$ cat src/rtl/pcw_pkg.sv
package pcw_pkg;
  localparam int unsigned CLS_W = 3;

  typedef enum logic [CLS_W-1:0] {
    CLS_ALU   = 3'd0,
    CLS_MEM   = 3'd1,
    CLS_MULT  = 3'd2,
    CLS_BIMM  = 3'd3,
    CLS_BREG  = 3'd4
  } insn_cls_e;
endpackage

$ cat src/rtl/pcw_alu_chk.sv
module pcw_alu_chk #(
  parameter int unsigned REG_W = 4
) (
  input  logic [REG_W-1:0] dst_i,
  output logic             hit_o
);
  localparam logic [REG_W-1:0] PcIdx = {REG_W{1'b1}};

  always_comb begin
    hit_o = (dst_i == PcIdx);
    // any destination below the top register never hits
    p_low_dst_r1: assert (!(dst_i < PcIdx) || !hit_o);
  end
endmodule

$ cat src/rtl/pcw_mem_chk.sv
module pcw_mem_chk #(
  parameter int unsigned REG_W = 4
) (
  input  logic [REG_W-1:0] tgt_i,
  input  logic [REG_W-1:0] base_i,
  input  logic             load_i,
  input  logic             dual_i,
  input  logic             wb_i,
  output logic             hit_o
);
  localparam logic [REG_W-1:0] PcIdx   = {REG_W{1'b1}};
  localparam logic [REG_W-1:0] PcPrev  = PcIdx - 1'b1;

  logic tgt_hit;
  logic pair_hit;
  logic base_hit;

  always_comb begin
    pair_hit = dual_i && (tgt_i == PcPrev);
    tgt_hit  = load_i && ((tgt_i == PcIdx) || pair_hit);
    base_hit = wb_i && (base_i == PcIdx);
    hit_o    = tgt_hit || base_hit;
    // a store without writeback never hits
    p_store_quiet_r2: assert (load_i || wb_i || !hit_o);
    // without writeback, a hit needs a load
    p_base_needs_wb_r5: assert (wb_i || load_i || !hit_o);
    // dual load to the register just below the top hits
    p_pair_r3: assert (!(load_i && dual_i && tgt_i == PcPrev) || hit_o);
  end
endmodule

$ cat src/rtl/pcw_mult_chk.sv
module pcw_mult_chk #(
  parameter int unsigned REG_W = 4,
  parameter int unsigned ADJ_W = 8
) (
  input  logic [(1<<REG_W)-1:0] list_i,
  input  logic [REG_W-1:0]      base_i,
  input  logic                  load_i,
  input  logic [ADJ_W-1:0]      adj_i,
  output logic                  hit_o
);
  localparam int unsigned        LIST_W = 1 << REG_W;
  localparam logic [REG_W-1:0]   PcIdx  = {REG_W{1'b1}};

  logic wb_on;
  logic list_hit;

  always_comb begin
    wb_on    = |adj_i;
    list_hit = load_i && list_i[LIST_W-1];
    hit_o    = list_hit || (wb_on && (base_i == PcIdx));
    // zero adjustment with an empty top list bit never hits
    p_zero_adj_r6: assert (wb_on || list_i[LIST_W-1] || !hit_o);
    // a store never hits through its list alone
    p_store_list_r4: assert (load_i || wb_on || !hit_o);
  end
endmodule

$ cat src/rtl/pcw_classifier.sv
module pcw_classifier
  import pcw_pkg::*;
#(
  parameter int unsigned REG_W = 4,
  parameter int unsigned ADJ_W = 8
) (
  input  logic [CLS_W-1:0]        cls_i,
  input  logic [REG_W-1:0]        alu_dst_i,
  input  logic [REG_W-1:0]        mem_tgt_i,
  input  logic [REG_W-1:0]        mem_base_i,
  input  logic                    mem_load_i,
  input  logic                    mem_dual_i,
  input  logic                    mem_wb_i,
  input  logic [(1<<REG_W)-1:0]   reg_list_i,
  input  logic [ADJ_W-1:0]        mult_adj_i,
  output logic                    may_write_pc_o,
  output logic                    unsup_o
);
  logic alu_hit;
  logic mem_hit;
  logic mult_hit;

  pcw_alu_chk #(.REG_W(REG_W)) alu_chk_i (
    .dst_i (alu_dst_i),
    .hit_o (alu_hit)
  );

  pcw_mem_chk #(.REG_W(REG_W)) mem_chk_i (
    .tgt_i  (mem_tgt_i),
    .base_i (mem_base_i),
    .load_i (mem_load_i),
    .dual_i (mem_dual_i),
    .wb_i   (mem_wb_i),
    .hit_o  (mem_hit)
  );

  pcw_mult_chk #(.REG_W(REG_W), .ADJ_W(ADJ_W)) mult_chk_i (
    .list_i (reg_list_i),
    .base_i (mem_base_i),
    .load_i (mem_load_i),
    .adj_i  (mult_adj_i),
    .hit_o  (mult_hit)
  );

  always_comb begin
    may_write_pc_o = 1'b0;
    unsup_o        = 1'b0;
    case (cls_i)
      CLS_ALU:  may_write_pc_o = alu_hit;
      CLS_MEM:  may_write_pc_o = mem_hit;
      CLS_MULT: may_write_pc_o = mult_hit;
      CLS_BIMM,
      CLS_BREG: may_write_pc_o = 1'b1;
      default:  unsup_o        = 1'b1;
    endcase
    // the flag and the unsupported indication never coexist
    p_unsup_excl_r8: assert (!(unsup_o && may_write_pc_o));
    // branch classes are never unsupported and always flagged
    p_branch_r7: assert (!(cls_i == CLS_BIMM || cls_i == CLS_BREG) || (may_write_pc_o && !unsup_o));
  end
endmodule

$ cat config.mk
export PLATFORM = sky130hd
export DESIGN_NAME = pcw_classifier
export DESIGN_NICKNAME = d
export VERILOG_FILES = /design/src/rtl/pcw_pkg.sv /design/src/rtl/pcw_alu_chk.sv /design/src/rtl/pcw_mem_chk.sv /design/src/rtl/pcw_mult_chk.sv /design/src/rtl/pcw_classifier.sv
export SDC_FILE = /design/constraint.sdc
export NUM_CORES = 1
export LEC_CHECK = 0
export BUFFER_PORTS_ARGS = -buffer_cell sky130_fd_sc_hd__buf_2
export CORE_AREA = 2 2 39 41
export DETAILED_ROUTE_END_ITERATION = 10
export DIE_AREA = 0 0 41 43
export PLACE_DENSITY_LB_ADDON = 0.15
export SLEW_MARGIN = 20
export SYNTH_ARGS = -nofsm -noshare
export SYNTH_HDL_FRONTEND = slang
export SYNTH_HIERARCHICAL = 1
export SYNTH_SLANG_ARGS = --single-unit
$ cat constraint.sdc
create_clock -name vclk -period 0.8
set_input_delay 0 -clock vclk [all_inputs]
set_output_delay 0 -clock vclk [all_outputs]
set_load 0.01 [all_outputs]
==> key figures <==
Worst setup path
  – Crit end category: output port
  – Critical path launch point type: primary input
  – Arrival @ worst endpoint: 0.97 ns
  – WS Path Type: in2out
  – Critical path required time: 0.80 ns
  – Critical Path Fanout Max: 1

GRT
  – GRT Total Usage: 5.29%
  – Vias in the first global route: 196
  – GRT overflow: 0
  – First-pass GRT wire length: 662 µm
  – Initial antenna violation count: 0
  – Largest net degree at the start of global routing: 5

Final layout
  – Layout Area Growth over Synthesis: 176%
  – Share of cells above drive strength 1: 71.1%
  – Antenna fix cells: 0
  – Layout Nets: 89
  – Leading cell type in the layout, fill and taps excluded: buf_2
  – Area of the multi-input gates: 126 µm²
  – Register area: 0 µm²
  – Most frequent cells in the layout: buf_2, buf_6, nor4_1, nand4_1
  – Fillers: 163
  – Final core occ: 22.4%
  – # clk buffers: 0
  – FFs & Latches: 0

Drt
  – Vias: 264
  – DRT antenna net count: 0
  – # DRC: 0
  – Initial DRC Count: 2
  – Wirelength per Cell: 9.80 µm
  – Drt pass-1 iters: 2
  – Vias per cell: 4.33
  – Routed WL: 598 µm

Yosys
  – Post-Synthesis Net Count: 58
  – Synthesis Warnings: 6
  – Post-Syn Instances: 16
  – Synth cell types: 12
  – Synth Cell Area: 113 µm²
  – Avg Inst Size Synth: 7.04 µm²
  – Register area share after synthesis: 0%

Die
  – FP Rows: 14
  – Die area: 1760 µm²
  – Initial Util: 8.14%
  – # IOs: 44
  – Placeable Area: 1380 µm²
  – Die height: 43 µm
  – Chip Width: 41 µm

STA
  – Tcrit/Tclk final: 121%
  – RSZ-0062 raised after global routing: yes
  – Fin. max-slew vios: 0
  – Minimum clock period: 0.968 ns
  – Max-slew headroom: 82.7%
  – PnR worst setup slack: -0.168 ns
  – Final hold violations: 0
  – FMAX: 1.03 GHz
  – Number of setup violations in the final report: 1
  – Slew @ Worst Pin: 0.257 ns
  – Fin Hold WS: 0.350 ns

Pwr
  – Leak: 0.157 nW
  – Power Dens Cells: 426 nW/µm²
  – Worst vdd ir: 0.000132 V
  – Design Power: 0.000132 W

Status
  – Failing checks: negative setup slack
  – Status: finished, violations left

Placement
  – Placed wire-length estimate: 504 µm
  – RePlAce Congestion: 0.579
  – Port bufs: 29

Clock tree
  – Post-CTS setup buffer count: 0
  – CTS hold repair buffers: 0

Hold path
  – Hold WC Path Type: in2out

Run
  – Max-cap violations: 0
## synth_stat cells
master	number	area, µm²
nand4_1	2	12.5
nor3b_1	2	15.0
nor4_1	2	12.5
nor4_2	2	25.0
a21o_1	1	7.51
a21oi_1	1	5.00
and4_1	1	8.76
nand2_1	1	3.75
nand3_1	1	5.00
nor2_1	1	3.75
o21a_1	1	7.51
o22ai_1	1	6.26
## where the power goes
group / switching (W) / internal [W]
logic: 0.0000519 / 0.0000802
registers: 0 / 0
clock network: 0 / 0
## worst max-delay path: stages
cell and delay [ns]:
buf_6 0.10, nor4_4 0.25, a21oi_1 0.09, a21o_1 0.17
nor3b_2 0.15, nor4_1 0.07, buf_2 0.15
## per-layer routing
layer	global-route usage [%]	up-vias	wire, µm
li1	-	129	-
met1	6.01	106	204
met2	10.3	29	230
met5	0	-	0
met4	0	0	0
met3	0.524	0	163
## logic make-up after synthesis
group,share of synthesized area [%]
compound gates,23.3
simple gates,76.6
## timing repair
item | CTS | global route
setup endpoints to repair | 1 | 1
gates resized for setup | 5 | 0
gates cloned | 0 | 0
pin swaps | 1 | 0
## layout make-up
class	instances	area share, %
tap	16	6.45
multi-input combinational	16	40.7
timing repair buffer	29	52.8
## metrics by stage
stage               cells  area, µm²  worst slack (ns)  setup TNS [ns]
finish                 61        310            -0.168          -0.168
global route           61        310            -0.248          -0.248
CTS                    61        310            -0.182          -0.182
detailed placement     61        278            -0.230          -0.230
global placement       61        278            -0.226          -0.226
floorplan              16        113            0.0685               0
## final timing paths
check / to / cells past startpoint / startpoint / slack [ns]
max: may_write_pc_o / 7 / mult_adj_i[0] / -0.17
min: unsup_o / 3 / cls_i[2] / 0.35
(Power assumes the default switching activity.)
